--- config.mk ---
export PLATFORM = sky130hd
export DESIGN_NAME = ahb_wadapt
export DESIGN_NICKNAME = d
export VERILOG_FILES = /design/src/rtl/ahb_wadapt_pkg.sv /design/src/rtl/ahb_wadapt_lane.sv /design/src/rtl/ahb_wadapt_err.sv /design/src/rtl/ahb_wadapt_wmux.sv /design/src/rtl/ahb_wadapt_rrep.sv /design/src/rtl/ahb_wadapt.sv
export SDC_FILE = /design/constraint.sdc
export NUM_CORES = 1
export LEC_CHECK = 0
export BUFFER_PORTS_ARGS = -buffer_cell sky130_fd_sc_hd__buf_2
export CAP_MARGIN = 20
export CELL_PAD_IN_SITES_DETAIL_PLACEMENT = 0
export CELL_PAD_IN_SITES_GLOBAL_PLACEMENT = 1
export CORE_AREA = 2 2 107 109
export CTS_CLUSTER_DIAMETER = 120
export DETAILED_ROUTE_END_ITERATION = 8
export DIE_AREA = 0 0 109 111
export GPL_TIMING_DRIVEN = 0
export PLACE_DENSITY_LB_ADDON = 0.1
export SYNTH_ARGS = -nofsm -noshare
export SYNTH_HDL_FRONTEND = slang
export SYNTH_SLANG_ARGS = --single-unit
--- constraint.sdc ---
create_clock -name clk_i -period 3.3 [get_ports clk_i]
set_clock_uncertainty 0.1 [all_clocks]
set_input_delay 0.825 -clock clk_i [delete_from_list [all_inputs] [get_ports clk_i]]
set_output_delay 0.825 -clock clk_i [all_outputs]
set_load 0.02 [all_outputs]
--- src/rtl/ahb_wadapt_pkg.sv ---
package ahb_wadapt_pkg;
  localparam logic [1:0] HTRANS_NONSEQ = 2'b10;
  localparam logic [1:0] HTRANS_SEQ    = 2'b11;

  typedef enum logic [1:0] {
    ERR_IDLE   = 2'd0,
    ERR_FIRST  = 2'd1,
    ERR_SECOND = 2'd2
  } err_state_e;

  function automatic logic xfer_active(logic [1:0] htrans);
    return (htrans == HTRANS_NONSEQ) || (htrans == HTRANS_SEQ);
  endfunction
endpackage

--- src/rtl/ahb_wadapt_lane.sv ---
module ahb_wadapt_lane #(
  parameter int LANE_BITS = 1
) (
  input  logic                 clk_i,
  input  logic                 rst_ni,
  input  logic                 accept_i,
  input  logic [LANE_BITS-1:0] lane_i,
  output logic [LANE_BITS-1:0] lane_o
);
  logic [LANE_BITS-1:0] lane_q;

  always_ff @(posedge clk_i or negedge rst_ni) begin
    if (!rst_ni)       lane_q <= '0;
    else if (accept_i) lane_q <= lane_i;
  end

  assign lane_o = lane_q;
endmodule

--- src/rtl/ahb_wadapt_err.sv ---
module ahb_wadapt_err
  import ahb_wadapt_pkg::*;
(
  input  logic clk_i,
  input  logic rst_ni,
  input  logic start_i,
  output logic err_active_o,
  output logic err_wait_o
);
  err_state_e state_q, state_d;

  always_comb begin
    state_d = state_q;
    unique case (state_q)
      ERR_IDLE:   if (start_i) state_d = ERR_FIRST;
      ERR_FIRST:  state_d = ERR_SECOND;
      ERR_SECOND: state_d = start_i ? ERR_FIRST : ERR_IDLE;
      default:    state_d = ERR_IDLE;
    endcase
  end

  always_ff @(posedge clk_i or negedge rst_ni) begin
    if (!rst_ni) state_q <= ERR_IDLE;
    else         state_q <= state_d;
  end

  assign err_active_o = (state_q != ERR_IDLE);
  assign err_wait_o   = (state_q == ERR_FIRST);
endmodule

--- src/rtl/ahb_wadapt_wmux.sv ---
module ahb_wadapt_wmux #(
  parameter int WIDE_W   = 64,
  parameter int NARROW_W = 32,
  localparam int LANES     = WIDE_W / NARROW_W,
  localparam int LANE_BITS = $clog2(LANES)
) (
  input  logic [WIDE_W-1:0]    wide_i,
  input  logic [LANE_BITS-1:0] sel_i,
  output logic [NARROW_W-1:0]  narrow_o
);
  logic [NARROW_W-1:0] lane_w [LANES];

  for (genvar g = 0; g < LANES; g++) begin : g_lane
    assign lane_w[g] = wide_i[g*NARROW_W +: NARROW_W];
  end

  assign narrow_o = lane_w[sel_i];
endmodule

--- src/rtl/ahb_wadapt_rrep.sv ---
module ahb_wadapt_rrep #(
  parameter int WIDE_W   = 64,
  parameter int NARROW_W = 32,
  localparam int LANES = WIDE_W / NARROW_W
) (
  input  logic [NARROW_W-1:0] narrow_i,
  output logic [WIDE_W-1:0]   wide_o
);
  for (genvar g = 0; g < LANES; g++) begin : g_copy
    assign wide_o[g*NARROW_W +: NARROW_W] = narrow_i;
  end
endmodule

--- src/rtl/ahb_wadapt.sv ---
module ahb_wadapt
  import ahb_wadapt_pkg::*;
#(
  parameter int WIDE_W   = 64,
  parameter int NARROW_W = 32,
  parameter int ADDR_W   = 32,
  localparam int LANES       = WIDE_W / NARROW_W,
  localparam int LANE_BITS   = $clog2(LANES),
  localparam int LANE_LSB    = $clog2(NARROW_W / 8),
  localparam logic [2:0] NARROW_SIZE = 3'(LANE_LSB)
) (
  input  logic                clk_i,
  input  logic                rst_ni,
  input  logic                hsel_i,
  input  logic [ADDR_W-1:0]   haddr_i,
  input  logic [1:0]          htrans_i,
  input  logic                hwrite_i,
  input  logic [2:0]          hsize_i,
  input  logic                hready_i,
  input  logic [WIDE_W-1:0]   hwdata_i,
  output logic [WIDE_W-1:0]   hrdata_o,
  output logic                hreadyout_o,
  output logic                hresp_o,
  output logic                s_hsel_o,
  output logic [ADDR_W-1:0]   s_haddr_o,
  output logic [1:0]          s_htrans_o,
  output logic                s_hwrite_o,
  output logic [2:0]          s_hsize_o,
  output logic                s_hready_o,
  output logic [NARROW_W-1:0] s_hwdata_o,
  input  logic [NARROW_W-1:0] s_hrdata_i,
  input  logic                s_hreadyout_i,
  input  logic                s_hresp_i
);
  logic                 accept_w, oversize_w;
  logic                 err_active_w, err_wait_w;
  logic [LANE_BITS-1:0] lane_w;

  assign accept_w   = hsel_i & hready_i & xfer_active(htrans_i);
  assign oversize_w = (hsize_i > NARROW_SIZE);

  ahb_wadapt_lane #(.LANE_BITS(LANE_BITS)) u_lane (
    .clk_i    (clk_i),
    .rst_ni   (rst_ni),
    .accept_i (accept_w),
    .lane_i   (haddr_i[LANE_LSB +: LANE_BITS]),
    .lane_o   (lane_w)
  );

  ahb_wadapt_err u_err (
    .clk_i        (clk_i),
    .rst_ni       (rst_ni),
    .start_i      (accept_w & oversize_w),
    .err_active_o (err_active_w),
    .err_wait_o   (err_wait_w)
  );

  ahb_wadapt_wmux #(.WIDE_W(WIDE_W), .NARROW_W(NARROW_W)) u_wmux (
    .wide_i   (hwdata_i),
    .sel_i    (lane_w),
    .narrow_o (s_hwdata_o)
  );

  ahb_wadapt_rrep #(.WIDE_W(WIDE_W), .NARROW_W(NARROW_W)) u_rrep (
    .narrow_i (s_hrdata_i),
    .wide_o   (hrdata_o)
  );

  // oversize transfers never reach the slave
  assign s_hsel_o   = hsel_i & ~oversize_w;
  assign s_haddr_o  = haddr_i;
  assign s_htrans_o = htrans_i;
  assign s_hwrite_o = hwrite_i;
  assign s_hsize_o  = hsize_i;
  assign s_hready_o = hready_i;

  assign hreadyout_o = err_active_w ? ~err_wait_w : s_hreadyout_i;
  assign hresp_o     = err_active_w | s_hresp_i;
endmodule

---- Word-level counts from Yosys, hierarchy flattened ----
Cells that the tools add are included.
operators by class
  order comparisons ....................... 2
  $add $sub $neg .......................... 0
  mux-type cells .......................... 7
  div/mod/pow operators ................... 0
  shift-type cells ........................ 0
  multipliers ............................. 0
  reduce and logical (&&, ||, !) cells .... 3
  bitwise operators ....................... 8
  eq/ne operators ......................... 5
operator list
  kind                                                  number
  2-to-1 mux 32 bit                                     3
  equality test 2 bit (second input constant)           3
  one-hot mux 2 bit (3 select lines)                    1
  AND 1 bit                                             4
  > comparator 3 x 2 -> 1 bit (second input constant)   1
  equality test 2 x 1 -> 1 bit (second input constant)  1
  >= comparator 2 bit (second input constant)           1
  logical NOT 2 bit                                     1
  2-to-1 mux 1 bit                                      2
  2-to-1 mux 2 bit                                      1
  != test 2 x 1 -> 1 bit (second input constant)        1
  NOT 1 bit                                             2
  NOT 1 -> 2 bit                                        1
  nonzero test 2 bit                                    1
  logical OR 1 bit                                      1
  bitwise OR 1 bit                                      1
storage, ports and cells
  RAM bits ................................ 0
  output and inout port bits .............. 138
  register bits after elaboration ......... 3
  memories kept ........................... 0
  bits of input ports ..................... 140
  bits in read-only memories .............. 0
  logic and storage cells ................. 27
  bits in latches ......................... 0

---- Depth between registers and ports, before layout ----
Gate-level depths: netlist (run 1).
  depth in word-level cells ............... 6
  mapped depth ............................ 3
  mapped depth without buffers ............ 2

---- Hierarchy ----
A second synthesis (run 1) with hierarchy kept.
unflattened totals
  cells, all modules ...................... 154
  area, all modules ....................... 1486.4 µm²
modules (own cells, without submodules)
  module           area an instance (µm²)  cells an instance  instances  sequential area each (µm²)
  ahb_wadapt_wmux  544.3                   36                 1          0.0
  ahb_wadapt_rrep  480.5                   64                 1          0.0
  ahb_wadapt       346.6                   46                 1          0.0
  ahb_wadapt_err   75.1                    6                  1          50.0
  ahb_wadapt_lane  40.0                    2                  1          25.0

---- Least setup slack after synthesis (run 1) ----
No wires, ideal clock.
  kind .................................... input to output
  start point ............................. input port s_hresp_i
  end point ............................... output port hresp_o
  cell stages on the path ................. 1
  data required time ...................... 2375 ps
  setup slack ............................. 1147 ps
  buffers on the path ..................... 0
  data arrival time ....................... 1228 ps
  path through ............................ or3_1
between the ends
  longest elaborated chain between the ends .. 1
RTL lines
  item                line              source
  start: declaration  ahb_wadapt.sv:33  input logic s_hresp_i
  bitwise OR 1 bit    ahb_wadapt.sv:78  assign hresp_o = err_active_w | s_hresp_i;
  end: declaration    ahb_wadapt.sv:23  output logic hresp_o,
No other way between the ends.

---- Final worst setup path (run 1) ----
  start point ............................. input port hsize_i[0]
  end point ............................... output port s_hsel_o
between the ends
  longest elaborated chain between the ends .. 3
RTL lines
  item                         line              source
  start: declaration           ahb_wadapt.sv:18  input logic [2:0] hsize_i,
  > comparator 3 x 2 -> 1 bit  ahb_wadapt.sv:40  assign oversize_w = (hsize_i > NARROW_SIZE);
  NOT 1 bit                    ahb_wadapt.sv:70  assign s_hsel_o = hsel_i & ~oversize_w;
  AND 1 bit                    ahb_wadapt.sv:70
  end: declaration             ahb_wadapt.sv:24  output logic s_hsel_o,
No other way between the ends.

==> key figures, run 1 <==
Run status
  – Outcome: finished, final reports clean

GRT
  – Largest net degree at the start of global routing: 11
  – Global route overflow: 0
  – Initial antenna violation count: 0
  – Wire length of the first global-routing pass: 7182 µm
  – Number of global-route vias before repair: 1499
  – GRT Total Usage: 7.718%

Timing
  – Final setup fails: 0
  – Peak Freq: 427.2 MHz
  – Count of final max-slew check failures: 0
  – Final worst path period need: 2.341 ns
  – Max-slew headroom: 88.72%
  – Final Hold Fails: 0
  – Final Worst Setup Slack: 0.9594 ns
  – Final worst path period share: 70.93%
  – RSZ-0062 raised after global routing: false
  – Setup TNS: 0 ns
  – Tightest Pin Transition: 0.1679 ns

Yosys
  – Synth area leader: buf_4
  – Synth unique cells: 14
  – Largest cells by area after synthesis: buf_4 54%, mux2_4 30%, dfrtp_1 5.2%
  – Post-Syn Nets: 291
  – Synth cell count leaders: 103 x buf_4, 29 x mux2_4, 4 x mux2_2
  – Dominant synthesized flop cell: dfrtp_1
  – Mapped Area: 1443 µm²
  – Post-synthesis async set-or-reset flop share: 100.0%
  – Synth warnings: 0
  – Post-synth top area share: 53.60%
  – Synthesized instance count: 151
  – EDFF count, synth: 0
  – Most frequent cell after synthesis: buf_4
  – #FFs+latches synth: 3
  – Sequential fraction of the synthesis area: 5.204%
  – Post-synthesis area per instance: 9.554 µm²

Routing
  – First-pass DRT Iterations: 2
  – Via count: 1655
  – Post-route ant nets: 0
  – DR WL/cell: 10.69 µm
  – Vias per inst: 3.245
  – DRT iter0 DRCs: 25
  – DRC viols: 0
  – DRT Wirelength: 5451 µm

Setup path
  – Arrival time worst endpoint: 1.42 ns
  – Worst Setup Start Kind: input pin
  – Worst reg-to-reg setup slack: 2.16 ns
  – Crit end category: primary output
  – CP Max Fanout: 2
  – Worst Path Required: 2.37 ns
  – WS Path Type: in -> out

Floorplan
  – Core area: 11080 µm²
  – Die Y: 111 µm
  – Initial Util: 13.02%
  – FP Rows: 39
  – Die Span X: 109 µm
  – Die area: 12100 µm²
  – Ports: 278

Min path
  – Worst Hold Class: in -> async

CTS
  – Clock Root Buffer: clkbuf_16
  – Number of post-CTS setup repair buffers: 0
  – Hold-fix buffers, CTS: 0
  – Inserted Clock Buffers: 3
  – Later-pin clock latency in the skew report: 0.22 ns
  – CTS tree: yes
  – Clk buf depth: 2
  – Post-CTS sizing: 0
  – Clock transition at the registers of the reported paths: 0.03 ns
  – H-tree levels: 1
  – Clock Sinks: 3

Place
  – Post-place setup slack: 0.9329 ns
  – Placed wire-length estimate: 5131 µm
  – I/O Buffers: 212
  – Gpl congestion: 0.6845

Finish
  – Layout cells sized above 1: 96.73%
  – Util after Layout: 24.93%
  – Antenna Diode Count: 0
  – Nets: 508
  – Area growth from synthesis to final layout: 91.41%

Job
  – Max_cap viols: 0

Pwr
  – PwrDens: 308.0 nW/µm²
  – Peak VDD IR: 0.1238 mV
  – Leak pwr: 1.713 nW
state kept, by name, summed over array words and instances, names as in the netlist:
name / count
u_lane.lane_o: 1
u_err.state_q: 2
layout by cell type, fill, tap and decap left out:
cell,count
buf_12,3
buf_2,212
mux2_4,29
inv_1,1
clkbuf_16,3
buf_6,1
nor2_1,1
nor3_1,1
a21o_1,1
mux2_2,4
and2_1,1
a21oi_1,1
clkbuf_1,1
nand3_1,1
or3_1,1
buf_4,103
dfrtp_1,3
layout make-up:
type                    instances  area [µm²]
inverters                       1       3.754
plain buffers                 107       844.6
repair buffers                212        1061
fillers                      1234        8315
clock buffers                   4       78.83
well taps                     143       178.9
flip-flops and latches          3       75.07
multi-input cells              40       519.2
logic make-up after synthesis:
| family | Yosys count | synth area share [%] |
|---|---|---|
| DFF | 3 | 5.204 |
| muxes | 33 | 33.30 |
| AOI/OAI and AO/OA | 2 | 0.8672 |
| and+or+nand+nor | 5 | 1.821 |
| buffers and inverters | 108 | 58.80 |
metal layers:
metal / GRT usage (%) / wire length, µm / up-vias
li1: - / - / 815
met1: 5.947 / 1494 / 717
met2: 17.52 / 3335 / 121
met3: 1.293 / 580 / 2
met4: 2.564 / 40 / 0
met5: 0 / 0 / -
worst paths after layout:
check                            startpoint               end  depth (start not counted)
max                              hsize_i[0]          s_hsel_o                          4
min                                  rst_ni  u_err.state_q[0]                          1
max reg2reg                   u_lane.lane_o     u_lane.lane_o                          3
min reg2reg                u_err.state_q[1]  u_err.state_q[1]                          1
max in group asynchronous            rst_ni     u_lane.lane_o                          1
min in group clk_i         u_err.state_q[1]  u_err.state_q[1]                          1
per-stage QoR:
stage	std cells	power, mW	hold WS (ns)	cell area, µm²
floorplan	151	0.4915	0.3129	1443
global placement	506	0.6728	0.3371	2683
detailed placement	506	0.6690	0.3439	2683
CTS	510	0.8652	0.2912	2761
global route	510	0.8970	0.2945	2761
finish	510	0.8505	0.2921	2761
critical path, stage by stage:
cell,delay [ns]
buf_2,0.10
a21oi_1,0.18
and2_1,0.14
buf_2,0.16
power by group:
group / switching (mW) / leakage [nW] / internal [mW]
clock: 0.0322 / 0.0382 / 0.159
sequential: 0.00161 / 0.0392 / 0.0402
combinational: 0.297 / 1.64 / 0.320
total: 0.331 / 1.71 / 0.519
(Power assumes the default switching activity.)
==> run 2: changes to the inputs <==
CORE_AREA = 2 2 108 110   (was 2 2 107 109)
DIE_AREA = 0 0 110 112   (was 0 0 109 111)
clock period = 2.3 ns   (was 3.3 ns; I/O delays follow)
==> run 2 against run 1 <==
Net effect:
- global-route usage hardly changed
- sequential power is 44% higher
- first-iteration DRC count is 28% lower
- routed wire length is 2.9% higher
- critical path type is now reg -> out
- critical endpoint is now s_hwdata_o[31]
- largest power group unchanged
- highest routed layer unchanged
==> key figures, run 2 (synthesis gave the netlist of run 1 again) <==
Floorplan
  – Core area: 11170 µm² (was 11080 µm²)
  – FP Rows: 39 (unchanged)
  – Initial Util: 12.91% (was 13.02%)
  – Die Span X: 110 µm (was 109 µm)
  – Die Y: 112 µm (was 111 µm)
  – Ports: 278 (unchanged)
  – Die area: 12320 µm² (was 12100 µm²)

Place
  – Post-placement cell area: 2683 µm² (unchanged)
  – I/O Buffers: 212 (unchanged)
  – Gpl congestion: 0.7006 (was 0.6845)
  – Placed wire-length estimate: 5330 µm (was 5131 µm)

Routing
  – DRT Wirelength: 5608 µm (was 5451 µm)
  – First-pass DRT Iterations: 2 (unchanged)
  – DR WL/cell: 11.00 µm (was 10.69 µm)
  – Post-route ant nets: 0 (unchanged)
  – DRT iter0 DRCs: 18 (was 25)
  – Vias per inst: 3.186 (was 3.245)
  – DRC viols: 0 (unchanged)
  – Via count: 1625 (was 1655)

CTS
  – Later-pin clock latency in the skew report: 0.22 ns (about the same)
  – Post-CTS sizing: 0 (unchanged)
  – Number of post-CTS setup repair buffers: 0 (unchanged)
  – Inserted Clock Buffers: 3 (unchanged)
  – Hold-fix buffers, CTS: 0 (unchanged)
  – Clock Sinks: 3 (unchanged)
  – CTS tree: yes (unchanged)
  – Clk buf depth: 2 (unchanged)
  – Clock Root Buffer: clkbuf_16 (unchanged)
  – H-tree levels: 1 (unchanged)
  – Clock transition at the registers of the reported paths: 0.03 ns (about the same)

Pwr
  – Psw: 0.4741 mW (was 0.3311 mW)
  – Peak VDD IR: 0.2028 mV (was 0.1238 mV)
  – Clock Power Share: 22.6% (was 22.5%)
  – PwrDens: 441.5 nW/µm² (was 308.0 nW/µm²)
  – Leak pwr: 1.713 nW (unchanged)
  – Int Power: 0.7451 mW (was 0.5193 mW)
  – Switching part of the total: 38.89% (was 38.94%)
  – Combinational share of power: 72.5% (was 72.6%)
  – Sequential Power Share: 4.9% (about the same)

Run status
  – Outcome: finished, final reports clean (unchanged)

GRT
  – GRT Total Usage: 7.753% (was 7.718%)
  – Initial antenna violation count: 0 (unchanged)
  – Global route overflow: 0 (unchanged)
  – Wire length of the first global-routing pass: 7486 µm (was 7182 µm)
  – Largest net degree at the start of global routing: 11 (unchanged)
  – Number of global-route vias before repair: 1558 (was 1499)

Setup path
  – Reg-to-reg startpoint: u_lane.lane_o (unchanged)
  – Crit end category: primary output (unchanged)
  – Peak per-stage delay on the critical path: 0.36 ns (was 0.18 ns)
  – Reg-to-Reg End: u_lane.lane_o (unchanged)
  – Worst Path Required: 1.62 ns (was 2.37 ns)
  – CP max stage cell: dfrtp_1 (was a21oi_1)
  – WS Path Type: reg -> out (was in -> out)
  – Worst reg-to-reg setup slack: 1.16 ns (was 2.16 ns)
  – Arrival time worst endpoint: 1.34 ns (was 1.42 ns)
  – CP Max Fanout: 10 (was 2)
  – Worst Setup Start Kind: flop (was input pin)
  – Worst-path cell chain: buf_6 -> buf_12 -> mux2_4 -> buf_2 (was buf_2 -> a21oi_1 -> and2_1 -> buf_2)
  – Worst setup endpoint: s_hwdata_o[31] (was s_hsel_o)
  – Start point of the critical path: u_lane.lane_o (was hsize_i[0])
  – Worst r2r path cells: 3 (unchanged)

Finish
  – Most frequent cells in the layout: 212 x buf_2, 103 x buf_4, 29 x mux2_4 (unchanged)
  – Area growth from synthesis to final layout: 91.41% (unchanged)
  – Area of the multi-input gates: 519.2 µm² (unchanged)
  – Max FFs per register: 2 (unchanged)
  – Layout fillers: 1248 (was 1234)
  – Design area: 2761 µm² (unchanged)
  – Storage element area: 75.07 µm² (unchanged)
  – Antenna Diode Count: 0 (unchanged)
  – Commonest non-fill, non-tap cell in the layout: buf_2 (unchanged)
  – Most flops, register: u_err.state_q (unchanged)
  – Layout cells sized above 1: 96.73% (unchanged)
  – Nets: 508 (unchanged)

Job
  – Max_cap viols: 0 (unchanged)

Timing
  – RSZ-0062 raised after global routing: false (unchanged)
  – Count of final max-slew check failures: 0 (unchanged)
  – Max-slew headroom: 87.18% (was 88.72%)
  – Final worst path period share: 87.71%
  – Final setup fails: 0 (unchanged)
  – Final Hold Fails: 0 (unchanged)
  – Peak Freq: 495.7 MHz
  – Final worst path period need: 2.017 ns
  – Tightest Pin Transition: 0.1924 ns (was 0.1679 ns)
  – WHS: 0.04475 ns (was 0.2921 ns)
  – Setup TNS: 0 ns (unchanged)

Min path
  – Worst Hold Class: in -> async (unchanged)
run 2: cell counts in the layout (fill, tap and decap cells not counted):
No cell type changed its count.
run 2: cell type report:
class	count	area share [%]
clock buffers	4	2.855
multi-input cells	40	18.80
inverters	1	0.1359
flip-flops and latches	3	2.719
repair buffers	212	38.42
plain buffers	107	30.58
well taps	143	6.479
run 2: power by group through the flow:
| stage | clock, mW | combinational [mW] | sequential (mW) |
|---|---|---|---|
| 2_1_floorplan | 0 | 0.645 | 0.0601 |
| 3_3_place_gp | 0 | 0.904 | 0.0606 |
| 3_5_place_dp | 0 | 0.898 | 0.0605 |
| 4_1_cts | 0.282 | 0.899 | 0.0600 |
| 5_1_grt | 0.287 | 0.941 | 0.0603 |
| 6_report | 0.275 | 0.884 | 0.0600 |
run 2: worst min path at each step:
stage               cells after the start    from                to  slack (ns)
floorplan                               0  rst_ni  u_err.state_q[0]        0.18
global placement                        1  rst_ni  u_err.state_q[1]        0.27
detailed placement                      1  rst_ni  u_err.state_q[1]        0.27
CTS                                     1  rst_ni  u_err.state_q[1]        0.04
global route                            1  rst_ni  u_err.state_q[0]        0.05
finish                                  1  rst_ni  u_err.state_q[1]        0.04
run 2: routing by layer:
| layer | share of wire (%) | vias up | GRT usage (%) |
|---|---|---|---|
| met4 | 2.3 | 0 | 2.363 |
| met2 | 56 | 129 | 16.28 |
| met3 | 13 | 8 | 1.698 |
| met1 | 29 | 672 | 6.951 |
| met5 | 0 | - | 0 |
| li1 | - | 816 | - |
run 2: per-stage QoR:
stage	utilization, %	power [mW]	cells	setup slack [ns]
after global placement	24.01	0.9642	506	0.4104
after floorplan	-	0.7051	151	0.6473
final	24.71	1.219	510	0.2827
after detailed placement	24.01	0.9590	506	0.4078
after CTS	24.71	1.241	510	0.2666
after global routing	24.71	1.288	510	0.2456
run 2: worst max-delay path: cells and delay by family, from the launching register on:
kind                   cells  cell delay (ns)
multiplexers               1             0.30
buffers and inverters      3             0.46
flip-flops                 1             0.36
==> run 3: changes to the inputs <==
CORE_AREA = not set   (was 2 2 108 110)
CORE_MARGIN = 5   (was not set)
CORE_UTILIZATION = 15   (was not set)
DIE_AREA = not set   (was 0 0 110 112)
==> run 3 against run 2 <==
Net effect:
- highest routed layer is now met3
- largest cell class unchanged
- largest power group unchanged
- sequential power is essentially flat
- clock power decreased by 45%
- worst setup slack improved by 0.0067 ns
- routed wire length rose by 18%
==> key figures, run 3 (synthesis gave the netlist of run 1 again) <==
Place
  – I/O Buffers: 212 (unchanged)
  – Cells after DPL: 492 (was 506)
  – Post-place setup slack: 0.4376 ns (was 0.4078 ns)
  – Gpl congestion: 0.6991 (was 0.7006)
  – Placed wire-length estimate: 6431 µm (was 5330 µm)

Timing
  – Final Worst Setup Slack: 0.2894 ns (was 0.2827 ns)
  – Setup TNS: 0 ns (unchanged)
  – WHS: 0.05603 ns (was 0.04475 ns)
  – RSZ-0062 raised after global routing: false (unchanged)
  – Final Hold Fails: 0 (unchanged)
  – Final setup fails: 0 (unchanged)
  – Final worst path period share: 87.42% (was 87.71%)
  – Count of final max-slew check failures: 0 (unchanged)
  – Tightest Pin Transition: 0.1704 ns (was 0.1924 ns)
  – Peak Freq: 497.4 MHz (was 495.7 MHz)
  – Max-slew headroom: 88.64% (was 87.18%)
  – Final worst path period need: 2.011 ns (was 2.017 ns)

Finish
  – Commonest non-fill, non-tap cell in the layout: buf_2 (unchanged)
  – Nets: 508 (unchanged)
  – Util after Layout: 29.05% (was 24.71%)
  – Max FFs per register: 2 (unchanged)
  – Layout cells sized above 1: 96.73% (unchanged)
  – Cell Count, Final, Fillers Out: 496 (was 510)
  – Antenna Diode Count: 0 (unchanged)
  – Most flops, register: u_err.state_q (unchanged)
  – Area growth from synthesis to final layout: 87.86% (was 91.41%)
  – Most frequent cells in the layout: 212 x buf_2, 103 x buf_4, 29 x mux2_4 (unchanged)

Setup path
  – Reg-to-reg startpoint: u_lane.lane_o (unchanged)
  – CP Max Fanout: 10 (unchanged)
  – Arrival time worst endpoint: 1.34 ns (about the same)
  – Worst Path Required: 1.62 ns (about the same)
  – WS Path Type: reg -> out (unchanged)
  – Worst Setup Start Kind: flop (unchanged)
  – Reg-to-Reg End: u_lane.lane_o (unchanged)
  – Worst reg-to-reg setup slack: 1.15 ns (was 1.16 ns)
  – Worst r2r path cells: 3 (unchanged)
  – Crit end category: primary output (unchanged)

Floorplan
  – Core area: 9328 µm² (was 11170 µm²)
  – Die Span X: 108.1 µm (was 110 µm)
  – Ports: 278 (unchanged)
  – FP Rows: 35 (was 39)
  – Initial Util: 15.47% (was 12.91%)
  – Die Y: 108.1 µm (was 112 µm)
  – Die area: 11680 µm² (was 12320 µm²)

Routing
  – Post-route ant nets: 0 (unchanged)
  – Via count: 1641 (was 1625)
  – Met3 wire length: 758 µm (was 720 µm)
  – First-pass DRT Iterations: 4 (was 2)
  – DRT Wirelength: 6622 µm (was 5608 µm)
  – DRC viols: 0 (unchanged)
  – DR WL/cell: 13.35 µm (was 11.00 µm)
  – Max layer used: met3 (was met4)
  – WL met1: 1803 µm (was 1617 µm)
  – Vias per inst: 3.308 (was 3.186)
  – Met2 Routed Length: 4060 µm (was 3141 µm)
  – DRT iter0 DRCs: 31 (was 18)

GRT
  – GRT Total Usage: 9.301% (was 7.753%)
  – Wire length of the first global-routing pass: 8418 µm (was 7486 µm)
  – Number of global-route vias before repair: 1585 (was 1558)
  – Initial antenna violation count: 0 (unchanged)
  – Largest net degree at the start of global routing: 11 (unchanged)
  – Global route overflow: 0 (unchanged)

CTS
  – Inserted Clock Buffers: 3 (unchanged)
  – Later-pin clock latency in the skew report: 0.21 ns (was 0.22 ns)
  – Hold-fix buffers, CTS: 0 (unchanged)
  – Clk buf depth: 2 (unchanged)
  – Clock transition at the registers of the reported paths: 0.03 ns (about the same)
  – Clock Root Buffer: clkbuf_8 (was clkbuf_16)
  – CTS tree: yes (unchanged)
  – Number of post-CTS setup repair buffers: 0 (unchanged)
  – Post-CTS sizing: 0 (unchanged)
  – H-tree levels: 1 (unchanged)
  – Clock Sinks: 3 (unchanged)

Pwr
  – Peak VDD IR: 0.2193 mV (was 0.2028 mV)
  – PwrDens: 408.1 nW/µm² (was 441.5 nW/µm²)
  – Leak pwr: 1.698 nW (was 1.713 nW)

Min path
  – Worst Hold Class: in -> async (unchanged)

Run status
  – Outcome: finished, final reports clean (unchanged)

Job
  – Max_cap viols: 0 (unchanged)
run 3: critical path: stages (launching register included):
cell     delay (ns)
dfrtp_1        0.36
buf_6          0.15
buf_12         0.15
mux2_4         0.30
buf_2          0.16
run 3: power by group:
group	internal, mW	switching (mW)
Clock	0.118	0.0326
Combinational	0.459	0.436
Sequential	0.0576	0.00237
run 3: layer usage:
metal / track usage (%) / vias up
met2: 21.05 / 127
li1: - / 815
met3: 2.209 / 0
met5: 0 / -
met1: 8.199 / 699
met4: 0.8115 / 0
run 3: worst max-delay path by stage:
stage | depth (start not counted) | endpoint | slack (ns) | start
after global routing | 4 | s_hwdata_o[22] | 0.24 | u_lane.lane_o
after CTS | 4 | s_hwdata_o[22] | 0.26 | u_lane.lane_o
final | 4 | s_hwdata_o[22] | 0.29 | u_lane.lane_o
after detailed placement | 4 | s_hsel_o | 0.44 | hsize_i[0]
after global placement | 4 | s_hsel_o | 0.44 | hsize_i[0]
after floorplan | 1 | hresp_o | 0.65 | s_hresp_i
run 3: final cells by class:
| class | count | area, µm² |
|---|---|---|
| Sequential cell | 3 | 75.07 |
| Buffer | 107 | 844.6 |
| Clock buffer | 4 | 45.04 |
| Inverter | 1 | 3.754 |
| Multi-Input combinational cell | 40 | 519.2 |
| Timing Repair Buffer | 212 | 1061 |
| Tap cell | 129 | 161.4 |
| Fill cell | 1043 | 6618 |
run 3: stage by stage:
| step | area (µm²) | power, mW |
|---|---|---|
| after floorplan | 1443 | 0.7051 |
| after global placement | 2665 | 0.9760 |
| after detailed placement | 2665 | 0.9744 |
| after CTS | 2710 | 1.130 |
| after global routing | 2710 | 1.169 |
| final | 2710 | 1.106 |
